File: config.mk
export PLATFORM = sky130hd
export DESIGN_NAME = testport_ctrl
export DESIGN_NICKNAME = d
export VERILOG_FILES = /design/src/rtl/testport_pkg.sv /design/src/rtl/testport_fsm.sv /design/src/rtl/testport_dp.sv /design/src/rtl/testport_ctrl.sv
export SDC_FILE = /design/constraint.sdc
export NUM_CORES = 1
export LEC_CHECK = 0
export BUFFER_PORTS_ARGS = -buffer_cell sky130_fd_sc_hd__buf_2
export CAP_MARGIN = 20
export CORE_ASPECT_RATIO = 0.7
export CORE_MARGIN = 3
export CORE_UTILIZATION = 59
export DETAILED_ROUTE_END_ITERATION = 12
export PLACE_DENSITY_LB_ADDON = 0.15
export SKIP_CTS_REPAIR_TIMING = 1
export SYNTH_ARGS = -nofsm -noshare
export SYNTH_HDL_FRONTEND = slang
export SYNTH_SLANG_ARGS = --single-unit
File: constraint.sdc
create_clock -name tck -period 2.25 [get_ports tck]
set_input_delay 0.1125 -clock tck [delete_from_list [all_inputs] [get_ports tck]]
set_output_delay 0.1125 -clock tck [all_outputs]
set_load 0.05 [all_outputs]
File: src/rtl/testport_pkg.sv
package testport_pkg;

  localparam int IR_W = 4;
  localparam int ID_W = 32;

  typedef enum logic [3:0] {
    ST_TLR, ST_RTI,
    ST_SEL_DR, ST_CAP_DR, ST_SH_DR, ST_EX1_DR, ST_PAU_DR, ST_EX2_DR, ST_UPD_DR,
    ST_SEL_IR, ST_CAP_IR, ST_SH_IR, ST_EX1_IR, ST_PAU_IR, ST_EX2_IR, ST_UPD_IR
  } tapState_e;

  localparam logic [IR_W-1:0] OP_EXTEST  = 4'b0000;
  localparam logic [IR_W-1:0] OP_SAMPLE  = 4'b0001;
  localparam logic [IR_W-1:0] OP_IDCODE  = 4'b0010;
  localparam logic [IR_W-1:0] OP_CLAMP   = 4'b0011;
  localparam logic [IR_W-1:0] OP_HIZ     = 4'b0100;
  localparam logic [IR_W-1:0] OP_BYPASS  = 4'b1111;
  localparam logic [IR_W-1:0] IR_CAPTURE = 4'b0001;

  typedef enum logic [1:0] {SEL_BYP, SEL_ID, SEL_CHAIN} drSel_e;

  // strobes from the control half to the datapath half
  typedef struct packed {
    logic   capDr;
    logic   shDr;
    logic   updDr;
    logic   shIr;
    drSel_e drSel;
    logic   irLsb;
  } ctlStrobe_t;

  function automatic tapState_e tapNext(tapState_e s, logic tms);
    tapState_e n;
    case (s)
      ST_TLR:    n = tms ? ST_TLR    : ST_RTI;
      ST_RTI:    n = tms ? ST_SEL_DR : ST_RTI;
      ST_SEL_DR: n = tms ? ST_SEL_IR : ST_CAP_DR;
      ST_CAP_DR: n = tms ? ST_EX1_DR : ST_SH_DR;
      ST_SH_DR:  n = tms ? ST_EX1_DR : ST_SH_DR;
      ST_EX1_DR: n = tms ? ST_UPD_DR : ST_PAU_DR;
      ST_PAU_DR: n = tms ? ST_EX2_DR : ST_PAU_DR;
      ST_EX2_DR: n = tms ? ST_UPD_DR : ST_SH_DR;
      ST_UPD_DR: n = tms ? ST_SEL_DR : ST_RTI;
      ST_SEL_IR: n = tms ? ST_TLR    : ST_CAP_IR;
      ST_CAP_IR: n = tms ? ST_EX1_IR : ST_SH_IR;
      ST_SH_IR:  n = tms ? ST_EX1_IR : ST_SH_IR;
      ST_EX1_IR: n = tms ? ST_UPD_IR : ST_PAU_IR;
      ST_PAU_IR: n = tms ? ST_EX2_IR : ST_PAU_IR;
      ST_EX2_IR: n = tms ? ST_UPD_IR : ST_SH_IR;
      ST_UPD_IR: n = tms ? ST_SEL_DR : ST_RTI;
      default:   n = ST_TLR;
    endcase
    return n;
  endfunction

endpackage

File: src/rtl/testport_fsm.sv
module testport_fsm
  import testport_pkg::*;
(
  input  logic       tck,
  input  logic       trstN,
  input  logic       tms,
  input  logic       tdi,
  output tapState_e  tapState,
  output ctlStrobe_t strb,
  output logic       coreRstReq,
  output logic       outHiZ,
  output logic       bndHold
);

  tapState_e        stateQ;
  logic [IR_W-1:0]  irShift;
  logic [IR_W-1:0]  irActive;
  drSel_e           selNow;

  always_ff @(posedge tck or negedge trstN) begin
    if (!trstN) stateQ <= ST_TLR;
    else        stateQ <= tapNext(stateQ, tms);
  end

  // instruction shift stage
  always_ff @(posedge tck or negedge trstN) begin
    if (!trstN) begin
      irShift <= IR_CAPTURE;
    end else if (stateQ == ST_CAP_IR) begin
      irShift <= IR_CAPTURE;
    end else if (stateQ == ST_SH_IR) begin
      irShift <= {tdi, irShift[IR_W-1:1]};
    end
  end

  // active instruction: loaded on leaving Update-IR, forced in Test-Logic-Reset
  always_ff @(posedge tck or negedge trstN) begin
    if (!trstN) begin
      irActive <= OP_IDCODE;
    end else if (stateQ == ST_TLR) begin
      irActive <= OP_IDCODE;
    end else if (stateQ == ST_UPD_IR) begin
      irActive <= irShift;
    end
  end

  always_comb begin
    case (irActive)
      OP_EXTEST, OP_SAMPLE: selNow = SEL_CHAIN;
      OP_IDCODE:            selNow = SEL_ID;
      default:              selNow = SEL_BYP;
    endcase
  end

  assign bndHold    = (irActive == OP_CLAMP);
  assign outHiZ     = (irActive == OP_HIZ);
  assign coreRstReq = bndHold | outHiZ;

  always_comb begin
    strb.capDr = (stateQ == ST_CAP_DR);
    strb.shDr  = (stateQ == ST_SH_DR);
    strb.updDr = (stateQ == ST_UPD_DR);
    strb.shIr  = (stateQ == ST_SH_IR);
    strb.drSel = selNow;
    strb.irLsb = irShift[0];
  end

  assign tapState = stateQ;

endmodule

File: src/rtl/testport_dp.sv
module testport_dp
  import testport_pkg::*;
#(
  parameter logic [ID_W-1:0] ID_VALUE = '1
)(
  input  logic       tck,
  input  logic       trstN,
  input  logic       tdi,
  input  ctlStrobe_t strb,
  input  logic       chainTdo,
  output logic       tdo,
  output logic       tdoEn
);

  logic            bypassBit;
  logic [ID_W-1:0] idShift;
  logic            serialOut;

  always_ff @(posedge tck or negedge trstN) begin
    if (!trstN) begin
      bypassBit <= 1'b0;
    end else if (strb.drSel == SEL_BYP) begin
      if (strb.capDr)     bypassBit <= 1'b0;
      else if (strb.shDr) bypassBit <= tdi;
    end
  end

  always_ff @(posedge tck or negedge trstN) begin
    if (!trstN) begin
      idShift <= ID_VALUE;
    end else if (strb.drSel == SEL_ID) begin
      if (strb.capDr)     idShift <= ID_VALUE;
      else if (strb.shDr) idShift <= {tdi, idShift[ID_W-1:1]};
    end
  end

  always_comb begin
    serialOut = 1'b0;
    if (strb.shIr) begin
      serialOut = strb.irLsb;
    end else if (strb.shDr) begin
      case (strb.drSel)
        SEL_ID:    serialOut = idShift[0];
        SEL_CHAIN: serialOut = chainTdo;
        default:   serialOut = bypassBit;
      endcase
    end
  end

  // output stage retimed to the falling edge
  always_ff @(negedge tck or negedge trstN) begin
    if (!trstN) begin
      tdo   <= 1'b0;
      tdoEn <= 1'b0;
    end else begin
      tdo   <= serialOut;
      tdoEn <= strb.shIr | strb.shDr;
    end
  end

endmodule

File: src/rtl/testport_ctrl.sv
module testport_ctrl
  import testport_pkg::*;
#(
  parameter logic [3:0]  ID_VERSION = 4'b0001,
  parameter logic [5:0]  ID_DESIGN  = 6'b000110,
  parameter logic [4:0]  ID_CORE    = 5'b00001,
  parameter logic [4:0]  ID_DERIV   = 5'b00101,
  parameter logic [10:0] ID_MFR     = 11'b00000001110
)(
  input  logic tck,
  input  logic trstN,
  input  logic tms,
  input  logic tdi,
  output logic tdo,
  output logic tdoEn,
  output logic chainTdi,
  input  logic chainTdo,
  output logic chainCapture,
  output logic chainShift,
  output logic chainUpdate,
  output logic coreRstReq,
  output logic outHiZ,
  output logic bndHold
);

  localparam logic [ID_W-1:0] ID_WORD =
    {ID_VERSION, ID_DESIGN, ID_CORE, ID_DERIV, ID_MFR, 1'b1};

  tapState_e  tapState;
  ctlStrobe_t strb;
  logic       chainSel;

  testport_fsm uCtl (
    .tck        (tck),
    .trstN      (trstN),
    .tms        (tms),
    .tdi        (tdi),
    .tapState   (tapState),
    .strb       (strb),
    .coreRstReq (coreRstReq),
    .outHiZ     (outHiZ),
    .bndHold    (bndHold)
  );

  testport_dp #(.ID_VALUE(ID_WORD)) uDp (
    .tck      (tck),
    .trstN    (trstN),
    .tdi      (tdi),
    .strb     (strb),
    .chainTdo (chainTdo),
    .tdo      (tdo),
    .tdoEn    (tdoEn)
  );

  assign chainSel     = (strb.drSel == SEL_CHAIN);
  assign chainTdi     = tdi;
  assign chainCapture = chainSel & strb.capDr;
  assign chainShift   = chainSel & strb.shDr;
  assign chainUpdate  = chainSel & strb.updDr;

endmodule

==> reports/metrics.yaml <==
floorplan:
  core_area_um2: 3300
  die_area_um2: 4390
  die_x_um: 77.9
  rows: 17
  start_util_pct: 64.7
  die_y_um: 56.3
  num_io_pins: 14
layout:
  area_delta_synth_final_pct: 12.7
  nFillCells: 244
  stdcell_count: 251
  fin_util_pct: 72.9
  final_nets: 211
  layout-drive-gt1-share_pct: 29.4
  n_antenna_cell: 0
  final_common_cell: "dfrtp_1"
  final_cell_mix: "dfrtp_1 (33), a22o_1 (23), buf_4 (15)"
flow_run:
  cap_violations: 0
route:
  drc: 0
  wirelength_um: 4440
  via_per_inst: 6.14
  drt-initial-drc-count: 113
  post_drt_wl_per_cell_um: 17.7
  detail-route-antenna-nets: 0
  drtPass1Iterations: 4
  vias: 1542
synth:
  synth-seq-cells: 47
  yosys_warnings: 0
  syn_avg_cell_area_um2: 11.7
  netlist.area_leader.share_pct: 38.7
  seq_area_frac_synth_pct: 55.8
  netlist_instances: 182
  syn_nets: 190
  syn_area_um2: 2130
  synth.distinct_cells: 47
  synth_top_area_cell: "dfrtp_1"
  synth_area_leaders: "dfrtp_1 (39%), dfstp_2 (15%), a22o_1 (9.4%)"
place:
  port_buffers: 13
  dp_hpwl_um: 3080
  place_congestion: 0.829
  dp.cells: 242
setup_path:
  cp_data_arrival_time_ns: 1.75
  critPathKind: "reg2reg"
  endpoint_kind: "flip-flop"
  cp.required_ns: 1.28
  worstPathMaxFanout: 3
  startpoint_type: "flip-flop"
clocking:
  cts.clk_slew.worst_paths_ns: 0.09
  cts_tree: "built"
  cts_buffers: 5
  htree_levels: 2
  root_buffer: "clkbuf_8"
  cts_sinks: 47
  clk_latency_ns: 0.30
  cts.path.max_buffers: 2
grt:
  grt_max_degree: 42
  grt_pass1_wl_um: 7390
  grt_pass1_vias: 1479
  antenna_found_initial: 0
  gr-total-overflow: 0
  grt_use_total_pct: 22.1
timing:
  final_hold_viol_count: 0
  tightest_slew_ns: 0.505
  slew-limit-headroom_pct: 66.3
  setup_violations: 1
  drv_slew: 0
  worst_clock_skew_ns: 0.00823
  rsz0062_at_grt: "yes"
  hold_slack_ns: 0.122
  setup_ws_ns: -0.471
  tns_ns: -0.471
power_and_ir_drop:
  leakage_uw: 0.00111
  power.total_uw: 3650
  peakVddDrop_uv: 694
  power_density_nw_per_um2: 1520
hold_path:
  hold_class: "in2reg"
run_status:
  run_status: "complete, but fails checks"
  failed_checks: "negative setup slack"
==> cell families (layout without fill, tap and decap cells) <==
family | after synthesis | in the layout | synth area share (%)
compound gates | 64 | 64 | 22.7
xor+xnor | 1 | 1 | 0.410
fa+ha+maj | 3 | 3 | 1.76
buf+inv | 17 | 39 | 5.22
flops | 47 | 47 | 55.8
mux | 1 | 1 | 0.469
simple gates | 49 | 49 | 13.6
==> stage by stage <==
step                      cell area (um^2)  worst slack (ns)
after floorplan                       2170            -0.477
after global placement                2290            -0.416
after detailed placement              2290            -0.525
after CTS                             2390            -0.542
after global routing                  2400            -0.555
final                                 2400            -0.471
==> cell type report <==
class / instances / area (um^2) / area share, %
inverters: 2 / 7.51 / 0.312
clock buffers: 5 / 68.8 / 2.86
flip-flops and latches: 47 / 1190 / 49.5
well taps: 47 / 58.8 / 2.45
repair buffers: 29 / 188 / 7.80
clock inverters: 3 / 25.0 / 1.04
multi-input cells: 118 / 866 / 36.0
==> worst max-delay path, cell delays in order, from the launching register on <==
cell and delay (ns):
dfrtp_1 0.41, nor2_2 0.14, nand2_1 0.08, or2_4 0.25, ha_4 0.16, a22oi_2 0.15
o21ai_1 0.08, a22o_1 0.18
==> state kept, by name, summed over array words and instances, names as in the netlist <==
signal / count
uDp.idShift: 32
uCtl.irActive: 4
uCtl.irShift: 4
uCtl.tapState: 4
uDp.bypassBit: 1
uDp.tdo: 1
uDp.tdoEn: 1
==> metal layers <==
metal  global-route usage, %  vias to the layer above  wire length [um]
li1                        -                      712                 -
met2                    33.8                       34              2070
met4                    7.23                        0                72
met1                    31.4                      786              2070
met5                       0                        -                 0
met3                    4.97                       10               229
==> final timing paths <==
| kind | from | slack (ns) | endpoint | depth (start not counted) |
|---|---|---|---|---|
| min | tdi | 0.12 | uCtl.irShift[3] | 3 |
| max in group asynchronous | trstN | 0.88 | uDp.tdoEn | 2 |
| min in group asynchronous | trstN | 0.16 | uCtl.tapState[1] | 2 |
| min reg2reg | uDp.idShift[16] | 0.50 | uDp.idShift[15] | 1 |
| max reg2reg | uCtl.irActive[2] | -0.47 | uDp.tdo | 7 |
| max | uCtl.irActive[2] | -0.47 | uDp.tdo | 7 |
==> Yosys cell counts, drive strengths merged <==
library cell	number
dfrtp	33
a22o	23
buf	14
nand2	13
dfstp	12
o22a	10
nor2	9
o21ai	7
a21oi	6
o22ai	5
nor2b	4
ha	3
nand3	3
nor4b	3
or2	3
a211oi	2
a21o	2
a31oi	2
and2	2
and3	2
and3b	2
dfrtn	2
inv	2
nand2b	2
o21a	2
a211o	1
a22oi	1
a32o	1
clkbuf	1
mux2i	1
nand3b	1
nand4	1
nor3	1
nor3b	1
nor4bb	1
o211ai	1
o221ai	1
or3	1
xor2	1
==> power breakdown <==
part	internal [uW]	switching, uW
Sequential	1270	254
Clock	222	293
Combinational	731	878
No activity file was read; power rests on OpenSTA's default activity.
